[src/rtl/pv_pkg.sv]
package pv_pkg;

    typedef enum logic [2:0] {
        ST_IDLE,
        ST_PULSE_REQ,
        ST_PULSE_WAIT,
        ST_READ_REQ,
        ST_READ_WAIT
    } pv_state_e;

    typedef enum logic [1:0] {
        RES_NONE    = 2'b00,
        RES_OK      = 2'b01,
        RES_LIMIT   = 2'b10,
        RES_DAMAGED = 2'b11
    } pv_result_e;

    typedef enum logic [1:0] {
        VD_RETRY,
        VD_OK,
        VD_LIMIT,
        VD_DAMAGED
    } pv_verdict_e;

    function automatic pv_result_e verdict_to_result(pv_verdict_e v);
        case (v)
            VD_OK:      return RES_OK;
            VD_LIMIT:   return RES_LIMIT;
            VD_DAMAGED: return RES_DAMAGED;
            default:    return RES_NONE;
        endcase
    endfunction

endpackage

[src/rtl/pv_grow.sv]
module pv_grow #(
    parameter int PAR_W = 32
) (
    input  logic [PAR_W-1:0] cur,
    output logic [PAR_W:0]   nxt
);
    localparam int EXT_W = PAR_W + 1;

    logic [EXT_W-1:0] cur_x;
    logic [EXT_W-1:0] inc;

    always_comb begin
        cur_x = {1'b0, cur};
        inc   = (cur_x + EXT_W'(9)) / EXT_W'(10);
        nxt   = cur_x + inc;
    end
endmodule

[src/rtl/pv_judge.sv]
module pv_judge
    import pv_pkg::*;
#(
    parameter int RES_W  = 20,
    parameter int PAR_W  = 32,
    parameter int DMG_TH = 30
) (
    input  logic             is_pgm,
    input  logic [RES_W-1:0] res,
    input  logic [RES_W-1:0] tgt_on,
    input  logic [RES_W-1:0] tgt_off,
    input  logic [PAR_W:0]   nxt,
    input  logic [PAR_W-1:0] ceiling,
    output pv_verdict_e      verdict
);
    logic damaged, reached, over;

    always_comb begin
        damaged = res < RES_W'(DMG_TH);
        reached = is_pgm ? (res <= tgt_on) : (res >= tgt_off);
        over    = nxt > {1'b0, ceiling};
        if (damaged)      verdict = VD_DAMAGED;
        else if (reached) verdict = VD_OK;
        else if (over)    verdict = VD_LIMIT;
        else              verdict = VD_RETRY;
    end
endmodule

[src/rtl/rram_pv_ctrl.sv]
module rram_pv_ctrl
    import pv_pkg::*;
#(
    parameter int          RES_W         = 20,
    parameter int          PAR_W         = 32,
    parameter int          AMP_W         = 16,
    parameter int          STEP_W        = 8,
    parameter int unsigned PGM_AMP       = 1000,
    parameter int unsigned PW_START      = 20,
    parameter int unsigned PW_MAX        = 1_000_000_000,
    parameter int unsigned ERS_WIDTH     = 100,
    parameter int unsigned ERS_AMP_START = 500,
    parameter int unsigned ERS_AMP_END   = 10000,
    parameter int          DMG_TH        = 30
) (
    input  logic                    clk,
    input  logic                    rst,
    input  logic                    start_pgm,
    input  logic                    start_ers,
    input  logic [RES_W-1:0]        tgt_on,
    input  logic [RES_W-1:0]        tgt_off,
    output logic                    pulse_valid,
    input  logic                    pulse_ready,
    output logic [PAR_W-1:0]        pulse_width,
    output logic signed [AMP_W-1:0] pulse_amp,
    input  logic                    pulse_ack,
    output logic                    read_valid,
    input  logic                    read_ready,
    input  logic                    read_ack,
    input  logic [RES_W-1:0]        read_res,
    output logic                    busy,
    output logic                    done,
    output logic [1:0]              status,
    output logic [STEP_W-1:0]       step_cnt
);
    localparam logic [PAR_W-1:0] PW_START_C  = PAR_W'(PW_START);
    localparam logic [PAR_W-1:0] PW_MAX_C    = PAR_W'(PW_MAX);
    localparam logic [PAR_W-1:0] EA_START_C  = PAR_W'(ERS_AMP_START);
    localparam logic [PAR_W-1:0] EA_END_C    = PAR_W'(ERS_AMP_END);
    localparam logic [PAR_W-1:0] ERS_WIDTH_C = PAR_W'(ERS_WIDTH);
    localparam logic [AMP_W-1:0] PGM_AMP_C   = AMP_W'(PGM_AMP);

    pv_state_e          state;
    logic               is_pgm;
    logic [PAR_W-1:0]   cur;
    logic [PAR_W:0]     nxt;
    logic [PAR_W-1:0]   ceiling;
    pv_verdict_e        verdict;
    pv_result_e         result_q;

    pv_grow #(.PAR_W(PAR_W)) u_grow (
        .cur (cur),
        .nxt (nxt)
    );

    assign ceiling = is_pgm ? PW_MAX_C : EA_END_C;

    pv_judge #(.RES_W(RES_W), .PAR_W(PAR_W), .DMG_TH(DMG_TH)) u_judge (
        .is_pgm  (is_pgm),
        .res     (read_res),
        .tgt_on  (tgt_on),
        .tgt_off (tgt_off),
        .nxt     (nxt),
        .ceiling (ceiling),
        .verdict (verdict)
    );

    assign pulse_valid = (state == ST_PULSE_REQ);
    assign read_valid  = (state == ST_READ_REQ);
    assign busy        = (state != ST_IDLE);
    assign pulse_width = is_pgm ? cur : ERS_WIDTH_C;
    assign pulse_amp   = is_pgm ? PGM_AMP_C : (AMP_W'(0) - cur[AMP_W-1:0]);
    assign status      = result_q;

    always_ff @(posedge clk) begin
        if (rst) begin
            state    <= ST_IDLE;
            is_pgm   <= 1'b0;
            cur      <= '0;
            step_cnt <= '0;
            done     <= 1'b0;
            result_q <= RES_NONE;
        end else begin
            done     <= 1'b0;
            result_q <= RES_NONE;
            case (state)
                ST_IDLE: begin
                    if (start_pgm || start_ers) begin
                        is_pgm   <= start_pgm;
                        cur      <= start_pgm ? PW_START_C : EA_START_C;
                        step_cnt <= '0;
                        state    <= ST_PULSE_REQ;
                    end
                end
                ST_PULSE_REQ: begin
                    if (pulse_ready) begin
                        step_cnt <= step_cnt + 1'b1;
                        state    <= ST_PULSE_WAIT;
                    end
                end
                ST_PULSE_WAIT: begin
                    if (pulse_ack) state <= ST_READ_REQ;
                end
                ST_READ_REQ: begin
                    if (read_ready) state <= ST_READ_WAIT;
                end
                ST_READ_WAIT: begin
                    if (read_ack) begin
                        if (verdict == VD_RETRY) begin
                            cur   <= nxt[PAR_W-1:0];
                            state <= ST_PULSE_REQ;
                        end else begin
                            done     <= 1'b1;
                            result_q <= verdict_to_result(verdict);
                            state    <= ST_IDLE;
                        end
                    end
                end
                default: state <= ST_IDLE;
            endcase
        end
    end

    // Handshake discipline
    assert_no_overlap_R4: assert property (@(posedge clk) disable iff (rst)
        !(pulse_valid && read_valid));

    assert_hold_request_R4: assert property (@(posedge clk) disable iff (rst)
        (pulse_valid && !pulse_ready) |=> (pulse_valid && $stable(pulse_width) && $stable(pulse_amp)));

    // Growth and ceiling
    assert_param_grows_R2: assert property (@(posedge clk) disable iff (rst)
        (state == ST_READ_WAIT && read_ack && verdict == VD_RETRY) |=> (cur > $past(cur)));

    assert_ceiling_R6: assert property (@(posedge clk) disable iff (rst)
        pulse_valid |-> (is_pgm ? (pulse_width <= PW_MAX_C) : (cur <= EA_END_C)));

    // Damage stop
    assert_damage_stop_R7: assert property (@(posedge clk) disable iff (rst)
        (state == ST_READ_WAIT && read_ack && read_res < RES_W'(DMG_TH))
        |=> (done && status == 2'b11 && !pulse_valid));

    // Result strobe
    assert_done_single_R9: assert property (@(posedge clk) disable iff (rst)
        done |=> !done);

    assert_status_quiet_R9: assert property (@(posedge clk) disable iff (rst)
        !done |-> (status == 2'b00));

    // Start while busy
    assert_mode_locked_R10: assert property (@(posedge clk) disable iff (rst)
        busy |=> $stable(is_pgm));

endmodule

[config.mk]
export PLATFORM = sky130hd
export DESIGN_NAME = rram_pv_ctrl
export DESIGN_NICKNAME = d
export VERILOG_FILES = /design/src/rtl/pv_pkg.sv /design/src/rtl/pv_grow.sv /design/src/rtl/pv_judge.sv /design/src/rtl/rram_pv_ctrl.sv
export SDC_FILE = /design/constraint.sdc
export NUM_CORES = 1
export LEC_CHECK = 0
export BUFFER_PORTS_ARGS = -buffer_cell sky130_fd_sc_hd__buf_2
export CAP_MARGIN = 20
export CORE_MARGIN = 3
export CORE_UTILIZATION = 45
export DETAILED_ROUTE_END_ITERATION = 8
export HOLD_SLACK_MARGIN = 0.05
export PLACE_DENSITY = 0.72
export SYNTH_ARGS = -nofsm -noshare
export SYNTH_HDL_FRONTEND = slang
export SYNTH_SLANG_ARGS = --single-unit
[constraint.sdc]
create_clock -name clk -period 21.8 [get_ports clk]
set_input_delay 1.09 -clock clk [delete_from_list [all_inputs] [get_ports clk]]
set_output_delay 1.09 -clock clk [all_outputs]
set_load 0.005 [all_outputs]
### Yosys cells after proc, flatten, opt, wreduce, memory -nomap -nowiden

Cells that the tools add are included.
W data, S select, Z words.

| word-level totals | value |
|---|---|
| register bits after elaboration | 47 |
| bits of input ports | 68 |
| output and inout bits | 62 |
| word-level logic and storage cells | 66 |

| cells by class | value |
|---|---|
| add/subtract/negate cells | 4 |
| div/mod/pow operators | 1 |
| $lt $le $gt $ge | 4 |
| equality and inequality tests | 13 |
| mux-type cells | 24 |
| bitwise gates (word level) | 2 |
| reduce and logical (&&, ||, !) cells | 12 |

Operators with widths:

| kind | number |
|---|---|
| $mux W32 | 4 |
| $pmux W32 S2 | 1 |
| $add A32 B33 Y33 | 1 |
| $add A32 B4 Y33 const B | 1 |
| $div A33 B4 Y33 const B | 1 |
| $gt A33 B30 Y1 | 1 |
| $mux W30 | 1 |
| $ge A20 B20 Y1 | 1 |
| $le A20 B20 Y1 | 1 |
| $lt A20 B5 Y1 const B | 1 |
| $mux W16 | 1 |
| $mux W8 | 2 |
| $pmux W8 S2 | 1 |
| $sub A1 B16 Y16 const A | 1 |
| $mux W3 | 5 |
| $pmux W3 S5 | 1 |
| $mux W9 | 1 |
| $add A8 B1 Y8 const B | 1 |
| $ne A2 B2 Y1 const B | 4 |
| $eq A3 B2 Y1 const B | 2 |
| $mux W2 | 3 |
| $pmux W2 S3 | 1 |
| $reduce_and A5 Y1 | 1 |
| $eq A2 B2 Y1 const B | 2 |
| other kinds (16) | 21 |

### Logic depth before layout (Yosys ltp)

| depth | value |
|---|---|
| depth after elaboration | 11 |
| mapped depth | 88 |

### Cells and area by module

From an unflattened synthesis, not the netlist that was laid out.

| second synthesis, totals | value |
|---|---|
| cells, all modules | 1520 |
| area, all modules | 10780.3 um^2 |

Modules (own cells, without submodules):

| module | times used | cells each | area an instance (um^2) | seq. area each (um^2) |
|---|---|---|---|---|
| pv_grow | 1 | 979 | 6507.5 | 0.0 |
| rram_pv_ctrl | 1 | 280 | 2403.6 | 940.9 |
| pv_judge | 1 | 261 | 1869.3 | 0.0 |

### Least setup slack after synthesis

No wires, ideal clock.

| timing path | value |
|---|---|
| path kind | flip-flop to flip-flop |
| start | reg cur[1] |
| end | reg cur[11] |
| setup time | 0.074 ns |
| arrival time | 15.756 ns |
| required time | 21.726 ns |
| setup slack | 5.970 ns |
| cell stages (with the launch flop) | 84 |
| buffers on the path | 7 |
| period minus slack after synthesis | 15.830 ns |
| cell sequence | dfxtp_1 > ha_1 > a21oi_1 > or4_4 > buf_6 > o21a_1 > nor2_1 > mux2_2 > o22ai_1 > o22a_1 > buf_2 > mux2_2 > o311ai_4 > nand3_2 > or4_1 > a31oi_2 > nor3_1 > or3_4 > [... 48 more ...] > o21bai_1 > a21oi_1 > o21bai_1 > a21oi_1 > xnor2_1 > ha_1 > nand4b_1 > nor4_1 > nand3b_1 > nor4_1 > nand2_1 > o22ai_1 > nand2_1 > nor4_1 > clkbuf_1 > clkbuf_1 > nand3_1 > a31oi_1 |

| between the ends | value |
|---|---|
| longest elaborated chain between the ends | 10 |

Ends and longest elaborated chain:

| what | line | RTL |
|---|---|---|
| start, declared | rram_pv_ctrl.sv:45 | `logic [PAR_W-1:0] cur;` |
| start signal, assigned | rram_pv_ctrl.sv:90 | `cur <= start_pgm ? PW_START_C : EA_START_C;` |
| start signal, assigned | rram_pv_ctrl.sv:110 | `cur <= nxt[PAR_W-1:0];` |
| $add A32 B4 Y33 | pv_grow.sv:14 | `inc = (cur_x + EXT_W'(9)) / EXT_W'(10);` |
| $div A33 B4 Y33 | pv_grow.sv:14 |  |
| $add A32 B33 Y33 (*) | pv_grow.sv:15 | `nxt = cur_x + inc;` |
| $gt A33 B30 Y1 | pv_judge.sv:21 | `over = nxt > {1'b0, ceiling};` |
| $mux W2 | pv_judge.sv:24 | `else if (over) verdict = VD_LIMIT;` |
| $mux W2 | pv_judge.sv:23 | `else if (reached) verdict = VD_OK;` |
| $mux W2 | pv_judge.sv:22 | `if (damaged) verdict = VD_DAMAGED;` |
| $logic_not A2 Y1 | rram_pv_ctrl.sv:109 | `if (verdict == VD_RETRY) begin` |
| $ne A2 B2 Y1 (no line) | - |  |
| $reduce_and A4 Y1 (no line) | - |  |

Every way passes the cells marked *; elsewhere a longest branch is shown, timed or not. The select of a mux whose other input is x is not followed.
A chain may end at the register's enable or synchronous reset.

### Final worst setup path

| timing path | value |
|---|---|
| start | reg cur[21] |
| end | reg cur[3] |

Same word-level chain as after synthesis.

==> key figures <==
Power and ir drop
  – Sequential share of power: 32.0%
  – Internal power: 0.000188 W
  – Switch Pwr: 0.000102 W
  – Clock power frac: 29.3%
  – Worst VDD drop: 40.0 uV
  – Power, Total: 0.000290 W
  – Power Density: 26.7 nW/um^2
  – Sw Ratio: 35.1%
  – Leakage: 4.60 nW
  – Comb pwr share: 38.7%

Route
  – Via count: 11200
  – Via-per-instance ratio: 6.32
  – TritonRoute pass-1 iters: 6
  – DR WL/cell: 16.7 um
  – Number of DRC markers in iteration 0: 1090
  – # DRC: 0
  – Routed Antenna Nets: 0
  – Total Wirelength: 29500 um

Timing
  – RSZ-0062 raised after global routing: false
  – Final period util: 91.0%
  – Clock Skew: 5.22 ps
  – Tmin final: 19830 ps
  – Slew margin rel.: 29.9%
  – Setup TNS: 0 ps
  – Final Max Tran Viols: 0
  – Finish-stage setup viols: 0
  – Fmax: 0.0504 GHz
  – Worst-Margin Slew: 1040 ps
  – Final hold violations: 0

Setup path
  – Setup Crit Path Kind: register to register
  – Critical path buffer and inverter count: 0
  – Worst EP arrival: 20060 ps
  – Setup crit start kind: register
  – Worst Setup End Kind: register
  – Slowest cell delay on critical path: 760 ps
  – Worst EP required: 22030 ps
  – CP top delay family: compound AO/OA/AOI/OAI gates
  – Max Fanout on Critical Path: 15
  – CP max-delay cell: nor3_1
  – Most common cell on crit path: a21oi_1

Placement
  – RePlAce Congestion: 0.931
  – Placed cells: 1759
  – HPWL Detailed: 22800 um
  – IO buf count: 129

Clock tree
  – Post-CTS setup repair buffer count: 0
  – Clock latency on the worst-skew pair: 290 ps
  – CTS buffer count: 5
  – H-tree depth: 2
  – CTS tree: built
  – Clock slew at reported path FFs: 60 ps
  – Max Root-Sink Buffers: 2
  – Hold-fix buffer count after cts: 0
  – CTS root buf: clkbuf_16
  – Num Clock Sinks: 47
  – Post-CTS sizing: 0

Logic synthesis
  – Area leader, netlist: ha_1
  – Synth warnings: 0
  – Post-synth cell types: 107
  – Most common cell in the synthesized netlist: nand2_1
  – Netlist Area Pre-Place: 9970 um^2
  – Syn Nets: 1585
  – Post-synth top cells: nand2_1 (127), nor2_1 (124), a21oi_1 (101), ha_1 (90), inv_1 (79)
  – Syn Inst Count: 1426
  – Number of synthesized flops with an enable pin: 0
  – Synth top area share: 11.3%
  – Async SR Flop Fraction: 0%
  – Seq/Total Area, Yosys: 9.44%
  – Dominant cells by area after synthesis: ha_1 (11%), dfxtp_1 (9.4%), xnor2_1 (6.4%), a21oi_1 (5.1%), nand2_1 (4.8%)
  – Synthesized area per cell: 6.99 um^2
  – Post-synth top flop: dfxtp_1
  – FF+latch count, synth: 47

Run
  – Max_cap viols: 0

Final layout
  – Fin cells: 1767
  – Final Core Density: 50.6%
  – # nets final: 1651
  – Area growth syn-to-layout: 8.68%
  – Share of layout cells above drive strength 1: 14.5%
  – N_diodes: 0
  – Fill count: 2168

Global routing
  – Vias in the first global route: 10000
  – GR Util met1: 32.6%
  – Initial antenna violation count: 0
  – GRT met2 Usage: 38.3%
  – Met3 Use GR: 2.80%
  – Largest net degree at the start of global routing: 41
  – Busiest grt layer: met2
  – Gr usage total: 23.4%
  – Global-route wire length before repair: 48800 um
  – Grt total ovfl: 0

Hold path
  – Hold Path Class: register to register

Floorplanning
  – I/O pins: 130
  – Die Span Y: 155 um
  – Starting Density: 46.5%
  – Rows: 53
  – Core footprint: 21400 um^2
  – Die area: 24000 um^2
  – Chip Width: 155 um

Status
  – Status: completed
[state kept, by name (all words and copies together) (netlist names)]
signal,flops
cur,32
done,1
is_pgm,1
state,3
status,2
step_cnt,8
[path summary, 6_finish.rpt]
path,start,to,slack (ps),cells after the start
setup reg to reg,cur[21],cur[3],1970,75
hold reg to reg,step_cnt[1],step_cnt[1],520,2
setup / recovery,cur[21],cur[3],1970,75
hold / removal,step_cnt[1],step_cnt[1],520,2
[worst min-delay path, stage by stage (launching register included)]
cell and delay [ps]:
dfxtp_1 340, nand2b_1 80, a21oi_1 50
[cells in the final DEF (no fill, tap or decap), drive strengths merged, types with 17 or more instances in the layout]
cell / Yosys / final
nor3: 43 / 43
o21bai: 28 / 28
o211ai: 21 / 21
dfxtp: 47 / 47
xnor2: 73 / 73
and2: 31 / 31
nor4: 24 / 24
buf: 37 / 143
o22ai: 17 / 17
ha: 90 / 90
inv: 80 / 80
nor2: 128 / 128
a31oi: 29 / 29
nand3: 71 / 71
o21ai: 73 / 73
nand2: 127 / 127
nand4: 43 / 43
xor2: 35 / 35
a21oi: 102 / 102
[through the flow]
| step | hold WS, ps | cell area [um^2] | setup WS [ps] |
|---|---|---|---|
| floorplan | 487 | 9970 | 5970 |
| global placement | 500 | 10700 | 2300 |
| detailed placement | 503 | 10700 | 1830 |
| CTS | 516 | 10800 | 1770 |
| global route | 567 | 10800 | 16.7 |
| finish | 518 | 10800 | 1970 |
[cell type report]
| cell class | count | area, um^2 | share of cell area [%] |
|---|---|---|---|
| clock buffers | 6 | 129 | 1.19 |
| multi-input cells | 1215 | 8340 | 77.0 |
| well taps | 275 | 344 | 3.18 |
| clock inverters | 1 | 30.0 | 0.277 |
| repair buffers | 143 | 751 | 6.93 |
| inverters | 80 | 300 | 2.77 |
| flip-flops and latches | 47 | 941 | 8.68 |
[cells by family after synthesis]
kind of cell,synth area share [%]
simple gates,29.4
compound gates,31.3
xor+xnor,9.49
buf+inv,7.08
mux,1.66
fa+ha+maj,11.7
flops,9.44
[per-layer routing]
layer | vias to the layer above | part of all wire, %
li1 | 5467 | -
met1 | 5165 | 45
met2 | 472 | 46
met3 | 55 | 7.1
met4 | 0 | 2.2
met5 | - | 0
[power by group through the flow]
stage                     registers [W]  logic [W]  clock network, W
after floorplan               0.0000916  0.0000781                 0
after global placement        0.0000944   0.000110                 0
after detailed placement      0.0000945   0.000111                 0
after CTS                     0.0000926   0.000112         0.0000853
after global routing          0.0000933   0.000126         0.0000887
final                         0.0000928   0.000112         0.0000848
No activity file was read; power rests on OpenSTA's default activity.
